`config.mk`:
```
export PLATFORM = sky130hd
export DESIGN_NAME = strobed_bidir_port
export DESIGN_NICKNAME = d
export VERILOG_FILES = /design/src/rtl/strobed_bidir_pkg.sv /design/src/rtl/bidir_out_path.sv /design/src/rtl/bidir_in_path.sv /design/src/rtl/bidir_irq.sv /design/src/rtl/strobed_bidir_port.sv
export SDC_FILE = /design/constraint.sdc
export NUM_CORES = 1
export LEC_CHECK = 0
export BUFFER_PORTS_ARGS = -buffer_cell sky130_fd_sc_hd__buf_2
export CORE_MARGIN = 2
export CORE_UTILIZATION = 41
export DETAILED_ROUTE_END_ITERATION = 16
export MAX_ROUTING_LAYER = met4
export PLACE_DENSITY = 0.76
export RECOVER_POWER = 100
export REMOVE_ABC_BUFFERS = 1
export SLEW_MARGIN = 20
export SYNTH_ARGS = -nofsm -noshare
export SYNTH_HDL_FRONTEND = slang
export SYNTH_SLANG_ARGS = --single-unit
```
`constraint.sdc`:
```
create_clock -name clk -period 0.8 [get_ports clk]
set_input_delay 0.04 -clock clk [delete_from_list [all_inputs] [get_ports clk]]
set_output_delay 0.04 -clock clk [all_outputs]
set_load 0.005 [all_outputs]
```
`src/rtl/strobed_bidir_pkg.sv`:
```
package strobed_bidir_pkg;
    localparam int DATA_W       = 8;
    localparam int BSR_W        = 3;
    localparam int INTE_OUT_BIT = 6;
    localparam int INTE_IN_BIT  = 4;

    typedef struct packed {
        logic obf_n;
        logic inte_out;
        logic ibf;
        logic inte_in;
        logic intr;
    } port_status_t;

    localparam int STATUS_W = $bits(port_status_t);

    function automatic logic merge_irq(input logic ibf, input logic inte_in,
                                       input logic stb_n, input logic rd,
                                       input logic obf_n, input logic inte_out,
                                       input logic ack_n, input logic wr);
        return (ibf & inte_in & stb_n & ~rd) | (obf_n & inte_out & ack_n & ~wr);
    endfunction
endpackage

```
`src/rtl/bidir_out_path.sv`:
```
module bidir_out_path #(
    parameter int DW = 8
) (
    input  logic          clk,
    input  logic          rst,
    input  logic          clear,
    input  logic          wr,
    input  logic [DW-1:0] wdata,
    input  logic          ack_n,
    output logic [DW-1:0] out_q,
    output logic          obf_n
);
    logic wr_q;
    logic wr_end;

    assign wr_end = wr_q & ~wr;

    always_ff @(posedge clk) begin
        if (rst || clear) begin
            out_q <= '0;
            obf_n <= 1'b1;
            wr_q  <= 1'b0;
        end else begin
            wr_q <= wr;
            if (wr)
                out_q <= wdata;
            if (wr_end)
                obf_n <= 1'b0;
            else if (!ack_n)
                obf_n <= 1'b1;
        end
    end


    obf_set_after_write_chk: assert property (@(posedge clk) disable iff (rst)
        $fell(obf_n) |-> ($past(wr, 2) && !$past(wr)));


    ack_empties_chk: assert property (@(posedge clk) disable iff (rst)
        (!ack_n && !wr_end) |=> obf_n);
endmodule

```
`src/rtl/bidir_in_path.sv`:
```
module bidir_in_path #(
    parameter int DW = 8
) (
    input  logic          clk,
    input  logic          rst,
    input  logic          clear,
    input  logic          stb_n,
    input  logic [DW-1:0] pa_in,
    input  logic          rd,
    output logic [DW-1:0] in_q,
    output logic          ibf
);
    logic rd_q;

    always_ff @(posedge clk) begin
        if (rst || clear) begin
            in_q <= '0;
            ibf  <= 1'b0;
            rd_q <= 1'b0;
        end else begin
            rd_q <= rd;
            if (!stb_n) begin
                in_q <= pa_in;
                ibf  <= 1'b1;
            end else if (rd_q && !rd) begin
                ibf <= 1'b0;
            end
        end
    end


    strobe_loads_chk: assert property (@(posedge clk) disable iff (rst)
        (!stb_n && !clear) |=> (ibf && in_q == $past(pa_in)));


    ibf_drop_cause_chk: assert property (@(posedge clk) disable iff (rst)
        $fell(ibf) |-> (($past(rd, 2) && !$past(rd)) || $past(clear)));
endmodule

```
`src/rtl/bidir_irq.sv`:
```
module bidir_irq
    import strobed_bidir_pkg::*;
(
    input  logic             clk,
    input  logic             rst,
    input  logic             clear,
    input  logic             bsr_valid,
    input  logic [BSR_W-1:0] bsr_bit,
    input  logic             bsr_val,
    input  logic             ibf,
    input  logic             obf_n,
    input  logic             stb_n,
    input  logic             ack_n,
    input  logic             rd,
    input  logic             wr,
    output logic             inte_out,
    output logic             inte_in,
    output logic             intr
);
    logic [1:0] inte_q;
    localparam logic [BSR_W-1:0] SEL_POS [2] = '{BSR_W'(INTE_OUT_BIT), BSR_W'(INTE_IN_BIT)};

    for (genvar g = 0; g < 2; g++) begin : g_en
        always_ff @(posedge clk) begin
            if (rst || clear)
                inte_q[g] <= 1'b0;
            else if (bsr_valid && bsr_bit == SEL_POS[g])
                inte_q[g] <= bsr_val;
        end
    end

    assign inte_out = inte_q[0];
    assign inte_in  = inte_q[1];
    assign intr     = merge_irq(ibf, inte_in, stb_n, rd, obf_n, inte_out, ack_n, wr);


    foreign_bit_ignored_chk: assert property (@(posedge clk) disable iff (rst)
        (bsr_valid && bsr_bit != BSR_W'(INTE_OUT_BIT) && bsr_bit != BSR_W'(INTE_IN_BIT) && !clear)
        |=> ($stable(inte_out) && $stable(inte_in)));


    masked_quiet_chk: assert property (@(posedge clk) disable iff (rst)
        (!inte_out && !inte_in) |-> !intr);
endmodule

```
`src/rtl/strobed_bidir_port.sv`:
```
module strobed_bidir_port
    import strobed_bidir_pkg::*;
(
    input  logic                clk,
    input  logic                rst,
    input  logic                mode_load,
    input  logic                cpu_wr,
    input  logic [DATA_W-1:0]   cpu_wdata,
    input  logic                cpu_rd,
    output logic [DATA_W-1:0]   cpu_rdata,
    input  logic                bsr_valid,
    input  logic [BSR_W-1:0]    bsr_bit,
    input  logic                bsr_val,
    input  logic                stb_n,
    input  logic                ack_n,
    input  logic [DATA_W-1:0]   pa_in,
    output logic [DATA_W-1:0]   pa_out,
    output logic                pa_oe,
    output logic                obf_n,
    output logic                ibf,
    output logic                intr,
    output logic [STATUS_W-1:0] status
);
    logic         inte_out;
    logic         inte_in;
    port_status_t stat;

    bidir_out_path #(.DW(DATA_W)) u_out (
        .clk(clk), .rst(rst), .clear(mode_load), .wr(cpu_wr), .wdata(cpu_wdata),
        .ack_n(ack_n), .out_q(pa_out), .obf_n(obf_n)
    );

    bidir_in_path #(.DW(DATA_W)) u_in (
        .clk(clk), .rst(rst), .clear(mode_load), .stb_n(stb_n), .pa_in(pa_in),
        .rd(cpu_rd), .in_q(cpu_rdata), .ibf(ibf)
    );

    bidir_irq u_irq (
        .clk(clk), .rst(rst), .clear(mode_load), .bsr_valid(bsr_valid),
        .bsr_bit(bsr_bit), .bsr_val(bsr_val), .ibf(ibf), .obf_n(obf_n),
        .stb_n(stb_n), .ack_n(ack_n), .rd(cpu_rd), .wr(cpu_wr),
        .inte_out(inte_out), .inte_in(inte_in), .intr(intr)
    );

    assign pa_oe = ~ack_n;

    always_comb begin
        stat.obf_n    = obf_n;
        stat.inte_out = inte_out;
        stat.ibf      = ibf;
        stat.inte_in  = inte_in;
        stat.intr     = intr;
    end
    assign status = stat;


    mode_clears_chk: assert property (@(posedge clk) disable iff (rst)
        mode_load |=> (obf_n && !ibf && !inte_out && !inte_in));
endmodule

```
==> impl_metrics.py, run 1 <==
metrics = {
    "critical_path": {
        "r2r-start": "u_out.obf_n",
        "start_kind": "register",
        "arrival_ns": 0.96,
        "worstSetupPathType": "register to primary output",
        "cp.required_ns": 0.76,
        "critPathLaunch": "u_in.ibf",
        "crit_fanout": 2,
        "worst_setup_path_end_kind": "primary output",
    },
    "floorplanning": {
        "ioPinCount": 53,
        "die_area_um2": 2550,
        "initial_core_util_pct": 44.4,
        "core_area_um2": 2000,
        "die_x_um": 50.5,
        "row_count": 16,
        "die_h_um": 50.5,
    },
    "grt": {
        "use_met2_pct": 35.1,
        "busiest_layer": "met2",
        "met1_usage_pct": 21.5,
        "overflow": 0,
        "grt_max_degree": 18,
        "grt_pass1_wl_um": 3660,
        "antenna_found_initial": 0,
        "track_usage_pct": 19.7,
        "use_met3_pct": 1.79,
        "grt_pass1_vias": 837,
    },
    "clock_network": {
        "root_buffer": "clkbuf_4",
        "cts_sinks": 22,
        "clock_latency_ns": 0.30,
        "cts_buffers": 3,
        "clkSlewWorstSetupHoldPaths_ns": 0.10,
        "cts_tree": "built",
        "cts.path.max_buffers": 2,
        "htree_levels": 1,
    },
    "logic_synthesis": {
        "synthTopCellsByArea": "dfxtp_1 (50%), mux2i_1 (18%), nor2_2 (7.0%)",
        "yosysMostFrequentCell": "dfxtp_1",
        "synth_edf_count": 0,
        "synth_top_area_share_pct": 49.6,
        "synth_commonest_cells": "dfxtp_1 (22), mux2i_1 (16), nor2_2 (10)",
        "synthesis.instances": 85,
        "ys_warn_count": 0,
        "ys_seq_elements": 22,
        "synth_ff_type": "dfxtp_1",
        "async_reset_ff_share_pct": 0,
        "yosysUniqueCellTypes": 18,
        "seq_area_frac_synth_pct": 49.6,
        "avgSynthCellArea_um2": 10.5,
        "syn_area_um2": 888,
        "synth.largest_area_cell": "dfxtp_1",
    },
    "drt": {
        "drc_errors": 0,
        "wire_per_inst_um": 12.9,
        "first_pass_iters": 4,
        "totalWireLength_um": 2370,
        "ant_nets": 0,
        "vias": 852,
        "viasPerCell": 4.66,
        "drtIter0Drc": 8,
    },
    "timing": {
        "hold_viol": 0,
        "tightest_slew_ns": 0.312,
        "finalSetupViolCount": 7,
        "fin_crit_ns": 0.998,
        "hold_ws_ns": 0.0548,
        "max_freq_ghz": 1.00,
        "grt_setup_unrepaired": "true",
        "slew-limit-headroom_pct": 78.9,
        "fin_ws_ns": -0.198,
        "tns_ns": -0.942,
        "skew_ns": 0.0000816,
        "maxSlewViolCount": 0,
        "min_period_over_period_pct": 125,
    },
    "status": {
        "outcome": "finished, violations left",
        "violations": "setup timing",
    },
    "cells_and_area": {
        "layout.nets": 186,
        "final_layout_size_suffix_gt1_share_pct": 57.7,
        "num_antenna_cells": 0,
        "syn_to_final_growth_pct": 66.2,
        "final_cell_area_um2": 1480,
    },
    "place": {
        "io_buffers": 52,
        "postPlaceCellArea_um2": 1130,
        "hpwl_um": 1410,
        "place_congestion": 0.751,
    },
    "power": {
        "cellLeakagePower_nw": 0.714,
        "power.total_mw": 1.98,
        "powerDensity_nw_per_um2": 1340,
        "ir_drop_mv": 0.965,
    },
    "hold_path": {
        "worstHoldStart": "bsr_bit[0]",
        "holdCritPathClass": "primary input to register",
    },
    "job": {
        "cap_violations": 0,
    },
}
[timing repair]
action	in CTS	in global routing
endpoints found under the hold margin	19	0
gates cloned	0	0
pin swaps	0	2
setup buffers	3	2
resized for setup	22	13
setup endpoints to repair	19	25
hold buffers	18	0
[worst max-delay path: stages (launching register included)]
cell	delay [ns]
dfxtp_2	0.35
nand4b_1	0.10
nand2_1	0.10
buf_2	0.11
[metrics by stage]
| stage | util (%) | worst slack, ns | std cells |
|---|---|---|---|
| 2_1_floorplan | - | 0.0728 | 76 |
| 3_3_place_gp | 56.4 | 0.0686 | 157 |
| 3_5_place_dp | 56.4 | 0.0515 | 157 |
| 4_1_cts | 70.8 | -0.180 | 181 |
| 5_1_grt | 73.8 | -0.291 | 183 |
| 6_report | 73.8 | -0.198 | 183 |
[area by class of cell]
class | instances | area, um^2
clock buffers | 3 | 22.5
fillers | 139 | 526
inverters | 3 | 11.3
multi-input cells | 51 | 362
flip-flops and latches | 22 | 465
well taps | 27 | 33.8
repair buffers | 77 | 582
[cells by family after synthesis]
logic type | after synthesis | synth area share (%)
muxes | 16 | 18.0
buffers and inverters | 12 | 10.4
AOI/OAI and AO/OA | 5 | 2.96
and+or+nand+nor | 30 | 19.0
DFF | 22 | 49.6
[per-layer routing]
metal / share of wire [%] / wire, um
met1: 41 / 960
met2: 54 / 1290
met3: 3.4 / 81
met4: 1.7 / 40
met5: 0 / 0
[placed cells by master, fill, tap and decap left out, drive strengths merged]
master        n
or2           1
inv           3
dlygate4sd3  18
nand4b        3
o22ai         1
buf          56
nand3         2
nor4bb        1
clkbuf        6
nand2         4
a21oi         1
nor2         17
mux2i        16
dfxtp        22
and2          2
o21ai         3
[sequential cells by signal, indices dropped and copies added, names as in the netlist]
register	count
u_out.wr_q	1
u_in.ibf	1
u_in.in_q	8
u_in.rd_q	1
u_irq.inte_out	1
u_out.out_q	8
u_out.obf_n	1
u_irq.inte_in	1
[where the power goes]
part           total, mW  switching (mW)  internal, mW
Combinational      0.361           0.143         0.218
Clock              0.468           0.293         0.176
Sequential          1.15          0.0192          1.13
Total               1.98           0.455          1.53
[final timing paths]
check             slack, ns  cells past startpoint             end
setup / recovery      -0.20                      3            intr
hold / removal         0.05                      4   u_irq.inte_in
setup reg to reg       0.03                      3     u_out.obf_n
hold reg to reg        0.50                      2  u_out.out_q[1]
Note: power is estimated with default switching activity, not from simulation.
==> inputs of run 2 (changes only) <==
--- a/config.mk
+++ b/config.mk
@@ -6,6 +6,7 @@
 export NUM_CORES = 1
 export LEC_CHECK = 0
 export BUFFER_PORTS_ARGS = -buffer_cell sky130_fd_sc_hd__buf_2
+export CORE_ASPECT_RATIO = 0.75
 export CORE_MARGIN = 2
 export CORE_UTILIZATION = 41
 export DETAILED_ROUTE_END_ITERATION = 16
@@ -13,7 +14,7 @@
 export PLACE_DENSITY = 0.76
 export RECOVER_POWER = 100
 export REMOVE_ABC_BUFFERS = 1
-export SLEW_MARGIN = 20
+export SLEW_MARGIN = 10
 export SYNTH_ARGS = -nofsm -noshare
 export SYNTH_HDL_FRONTEND = slang
 export SYNTH_SLANG_ARGS = --single-unit
==> impl_metrics.py, run 2 (synthesized netlist as in run 1, its figures left out) <==
metrics = {
    "timing": {
        "max_freq_ghz": 0.997,
        "hold_ws_ns": 0.00548,
        "finalSetupViolCount": 18,
        "grt_setup_unrepaired": "true",
        "hold_viol": 0,
        "maxSlewViolCount": 0,
        "skew_ns": 0.0179,
        "fin_crit_ns": 1.00,
        "slew-limit-headroom_pct": 75.0,
        "fin_ws_ns": -0.203,
        "tightest_slew_ns": 0.370,
        "min_period_over_period_pct": 125,
    },
    "drt": {
        "ant_nets": 0,
        "drc_errors": 0,
        "first_pass_iters": 4,
        "vias": 878,
        "drtIter0Drc": 47,
        "viasPerCell": 4.75,
        "totalWireLength_um": 2530,
        "wire_per_inst_um": 13.7,
    },
    "cells_and_area": {
        "syn_to_final_growth_pct": 74.6,
        "mostFrequentLayoutCell": "buf_2",
        "top_regs": "u_in.in_q x8, u_out.out_q x8",
        "final_layout_size_suffix_gt1_share_pct": 59.6,
        "seqCellArea_um2": 464,
        "num_antenna_cells": 0,
        "layout.nets": 190,
        "n_fill_cell": 139,
        "final_cell_mix": "buf_2 (36), dfxtp_2 (19), dlygate4sd3_1 (18), buf_6 (18), mux2i_1 (15)",
        "multi_input_area_um2": 374,
    },
    "place": {
        "hpwl_um": 1420,
        "io_buffers": 52,
        "place_congestion": 0.734,
    },
    "grt": {
        "overflow": 0,
        "grt_pass1_wl_um": 3800,
        "use_met2_pct": 36.8,
        "antenna_found_initial": 0,
        "track_usage_pct": 20.6,
        "use_met3_pct": 4.09,
        "grt_pass1_vias": 839,
        "grt_max_degree": 14,
        "busiest_layer": "met2",
        "met1_usage_pct": 23.3,
    },
    "power": {
        "sequentialPowerShare_pct": 48.5,
        "sw_frac_of_total_pct": 21.5,
        "power_switching_mw": 0.513,
        "cellLeakagePower_nw": 0.745,
        "ir_drop_mv": 1.41,
        "p_int_mw": 1.87,
        "p_clk_share_pct": 35.6,
        "power.total_mw": 2.38,
        "pwr-share-comb_pct": 16.0,
        "powerDensity_nw_per_um2": 1540,
    },
    "floorplanning": {
        "row_count": 14,
        "initial_core_util_pct": 43.7,
        "die_area_um2": 2560,
        "core_area_um2": 2030,
        "ioPinCount": 53,
        "die_x_um": 57.8,
        "die_h_um": 44.3,
    },
    "status": {
        "violations": "setup timing",
        "outcome": "finished, violations left",
    },
    "clock_network": {
        "clkSlewWorstSetupHoldPaths_ns": 0.13,
        "cts_sinks": 22,
        "root_buffer": "clkbuf_4",
        "htree_levels": 1,
        "cts_buffers": 3,
        "hold_buffers": 18,
        "cts.path.max_buffers": 2,
        "cts_tree": "built",
        "clock_latency_ns": 0.31,
    },
    "hold_path": {
        "holdCritPathClass": "primary input to register",
    },
    "critical_path": {
        "worstSetupPathType": "register to primary output",
        "cp.required_ns": 0.76,
        "crit_fanout": 2,
        "start_kind": "register",
        "path_cells": "nand4b_1, nand2_1, buf_2",
        "crit_slowest_cell": "dfxtp_2",
        "arrival_ns": 0.96,
        "worst_setup_path_end_kind": "primary output",
        "slowest_delay_ns": 0.35,
    },
    "job": {
        "cap_violations": 0,
    },
}
-- run 2: per-layer routing --
metal | up-vias | wire, um | share of wire (%)
met5 | - | 0 | 0
met4 | 0 | 17 | 0.67
met3 | 2 | 138 | 5.5
met2 | 36 | 1350 | 53
met1 | 409 | 1020 | 41
li1 | 431 | - | -
-- run 2: worst max-delay path, delay by kind of cell, from the launching register on --
kind	cells	cell delay, ns
buffers and inverters	1	0.11
flip-flops	1	0.35
AND/OR/NAND/NOR	2	0.19
-- run 2: layout make-up --
cell class / count / area share, %
timing repair buffer: 81 / 39.9
clock inverter: 1 / 1.94
inverter: 3 / 0.726
sequential: 22 / 29.9
multi-input combinational: 51 / 24.1
clock buffer: 3 / 1.45
tap: 24 / 1.94
-- run 2: what timing repair did --
action	4_1_cts	5_1_grt
gates resized for setup	29	15
buffers inserted	5	3
pin swaps	1	3
endpoints found under the hold margin	19	1
setup endpoints to repair	23	26
-- run 2: power groups by stage --
stage	clock network, mW	logic [mW]	registers [mW]
5_1_grt	0.933	0.412	1.16
4_1_cts	0.866	0.343	1.15
6_report	0.847	0.380	1.15
3_3_place_gp	0	0.244	1.17
3_5_place_dp	0	0.251	1.17
2_1_floorplan	0	0.0983	1.17
-- run 2: worst paths after layout --
| check | from | endpoint | slack (ns) | cells past startpoint |
|---|---|---|---|---|
| worst max-delay path | u_irq.inte_out | status[0] | -0.20 | 3 |
| worst min-delay path | bsr_bit[0] | u_irq.inte_in | 0.005 | 3 |
| worst max register to register | u_irq.inte_in | u_irq.inte_in | 0 | 4 |
| worst min register to register | u_out.out_q[0] | u_out.out_q[0] | 0.50 | 2 |
-- run 2: through the flow --
step                setup slack, ns  util [%]  setup TNS [ns]  instance area [um^2]  cells
floorplan                    0.0728         -               0                   807     76
global placement             0.0720      55.1               0                  1120    155
detailed placement           0.0306      55.1               0                  1120    155
CTS                          -0.204      72.0           -1.39                  1460    182
global route                 -0.284      76.4           -2.37                  1550    185
finish                       -0.203      76.4           -1.24                  1550    185
==> inputs of run 3 (changes only) <==
--- a/config.mk
+++ b/config.mk
@@ -7,7 +7,7 @@
 export LEC_CHECK = 0
 export BUFFER_PORTS_ARGS = -buffer_cell sky130_fd_sc_hd__buf_2
 export CORE_ASPECT_RATIO = 0.75
-export CORE_MARGIN = 2
+export CORE_MARGIN = 5
 export CORE_UTILIZATION = 41
 export DETAILED_ROUTE_END_ITERATION = 16
 export MAX_ROUTING_LAYER = met4
==> constraint.sdc (replaced) <==
create_clock -name clk -period 0.8 [get_ports clk]
set_input_delay 0.12 -clock clk [delete_from_list [all_inputs] [get_ports clk]]
set_output_delay 0.12 -clock clk [all_outputs]
set_load 0.005 [all_outputs]
==> impl_metrics.py, run 3 (synthesized netlist as in run 1, its figures left out) <==
metrics = {
    "cells_and_area": {
        "layout.nets": 172,
        "num_antenna_cells": 0,
        "final_cell_mix": "buf_2 (39), dfxtp_1 (17), mux2i_1 (16)",
        "post_layout_nonfiller_instances": 167,
        "syn_to_final_growth_pct": 47.9,
        "postLayoutCoreUtil_pct": 64.7,
        "mostFrequentLayoutCell": "buf_2",
        "n_fill_cell": 188,
        "final_layout_size_suffix_gt1_share_pct": 57.3,
        "top_regs": "u_in.in_q x8, u_out.out_q x8",
    },
    "timing": {
        "min_period_over_period_pct": 135,
        "skew_ns": 0.000436,
        "slew-limit-headroom_pct": 76.9,
        "max_freq_ghz": 0.928,
        "grt_setup_unrepaired": "true",
        "tightest_slew_ns": 0.341,
        "maxSlewViolCount": 0,
        "finalSetupViolCount": 25,
        "fin_ws_ns": -0.278,
        "hold_viol": 0,
        "fin_crit_ns": 1.08,
    },
    "critical_path": {
        "slowest_delay_ns": 0.36,
        "crit_family": "flip-flops",
        "r2r-start": "u_out.obf_n",
        "crit_slowest_cell": "dfxtp_2",
        "worst_setup_path_end_kind": "primary output",
        "cp.required_ns": 0.68,
        "start_kind": "register",
        "critPathLaunch": "u_out.obf_n",
        "worstSetupPathType": "register to primary output",
        "cp.buffers_inverters": 1,
        "arrival_ns": 0.96,
        "path_cells": "nand4b_1, nand2_1, buf_2",
        "crit_fanout": 2,
    },
    "floorplanning": {
        "row_count": 14,
        "die_area_um2": 3210,
        "die_x_um": 63.8,
        "initial_core_util_pct": 43.7,
        "ioPinCount": 53,
        "core_area_um2": 2030,
        "die_h_um": 50.3,
    },
    "hold_path": {
        "holdCritPathClass": "primary input to register",
        "worstHoldStart": "cpu_wdata[4]",
    },
    "drt": {
        "drc_errors": 0,
        "vias": 794,
        "first_pass_iters": 4,
        "wire_per_inst_um": 13.0,
        "totalWireLength_um": 2160,
        "viasPerCell": 4.75,
        "ant_nets": 0,
        "drtIter0Drc": 18,
    },
    "grt": {
        "grt_pass1_vias": 759,
        "overflow": 0,
        "antenna_found_initial": 0,
        "grt_max_degree": 13,
        "grt_pass1_wl_um": 3510,
        "track_usage_pct": 14.0,
    },
    "clock_network": {
        "cts_sinks": 22,
        "clkSlewWorstSetupHoldPaths_ns": 0.12,
        "root_buffer": "clkbuf_4",
        "hold_buffers": 0,
        "clock_latency_ns": 0.30,
        "cts_tree": "built",
        "cts_buffers": 3,
        "htree_levels": 1,
        "cts.path.max_buffers": 2,
    },
    "power": {
        "ir_drop_mv": 0.953,
        "cellLeakagePower_nw": 0.656,
        "powerDensity_nw_per_um2": 1550,
    },
    "place": {
        "place_congestion": 0.773,
        "io_buffers": 52,
        "dp_cells": 158,
        "dp_slack_ns": -0.109,
        "hpwl_um": 1640,
    },
    "job": {
        "cap_violations": 0,
    },
    "status": {
        "violations": "setup timing",
        "outcome": "finished, violations left",
    },
}
-- run 3: cell count changes in the layout (fill, tap and decap cells not counted), moves of 3 or more --
cell / delta
buf_2: +3
dlygate4sd3_1: -18
dfxtp_1: +14
dfxtp_2: -14
buf_6: -3
-- run 3: path summary, 6_finish.rpt --
kind | end | slack, ns | cells past startpoint
max | intr | -0.28 | 3
min | u_out.out_q[4] | 0.05 | 3
max reg2reg | u_out.obf_n | -0.07 | 4
min reg2reg | u_out.obf_n | 0.51 | 3
-- run 3: through the flow --
step           cell area (um^2)  setup TNS [ns]  hold WS (ns)  power [mW]
2_1_floorplan               807         -0.0486         0.212        1.27
3_3_place_gp               1140         -0.0902         0.350        1.43
3_5_place_dp               1140          -0.395         0.362        1.43
4_1_cts                    1280           -3.07        0.0402        2.04
5_1_grt                    1310           -4.55        0.0381        2.15
6_report                   1310           -3.11        0.0475        2.04
-- run 3: worst min-delay path: stages --
cell     delay [ns]
buf_2          0.07
mux2i_1        0.05
nor2_1         0.07
-- run 3: repair_timing --
action                     CTS  global route
setup endpoints to repair   24            26
setup buffers                4             2
gates cloned                 0             0
pin swaps                    2             2
resized for setup           29            10
-- run 3: final cells by class --
cell class	instances	area [um^2]	area share, %
multi-input cells	51	365	27.8
repair buffers	63	424	32.3
clock buffers	4	36.3	2.76
flip-flops and latches	22	447	34.0
well taps	24	30.0	2.29
inverters	3	11.3	0.857
-- run 3: per-layer routing --
metal / track usage [%] / share of wire (%)
met1: 17.3 / 43
met5: - / 0
met2: 22.0 / 48
met4: 5.19 / 0.46
met3: 3.79 / 8.4
-- run 3: report_power, final --
group	switching [mW]	internal [mW]	total (mW)
clock network	0.320	0.277	0.598
logic	0.129	0.164	0.293
registers	0.0177	1.13	1.15
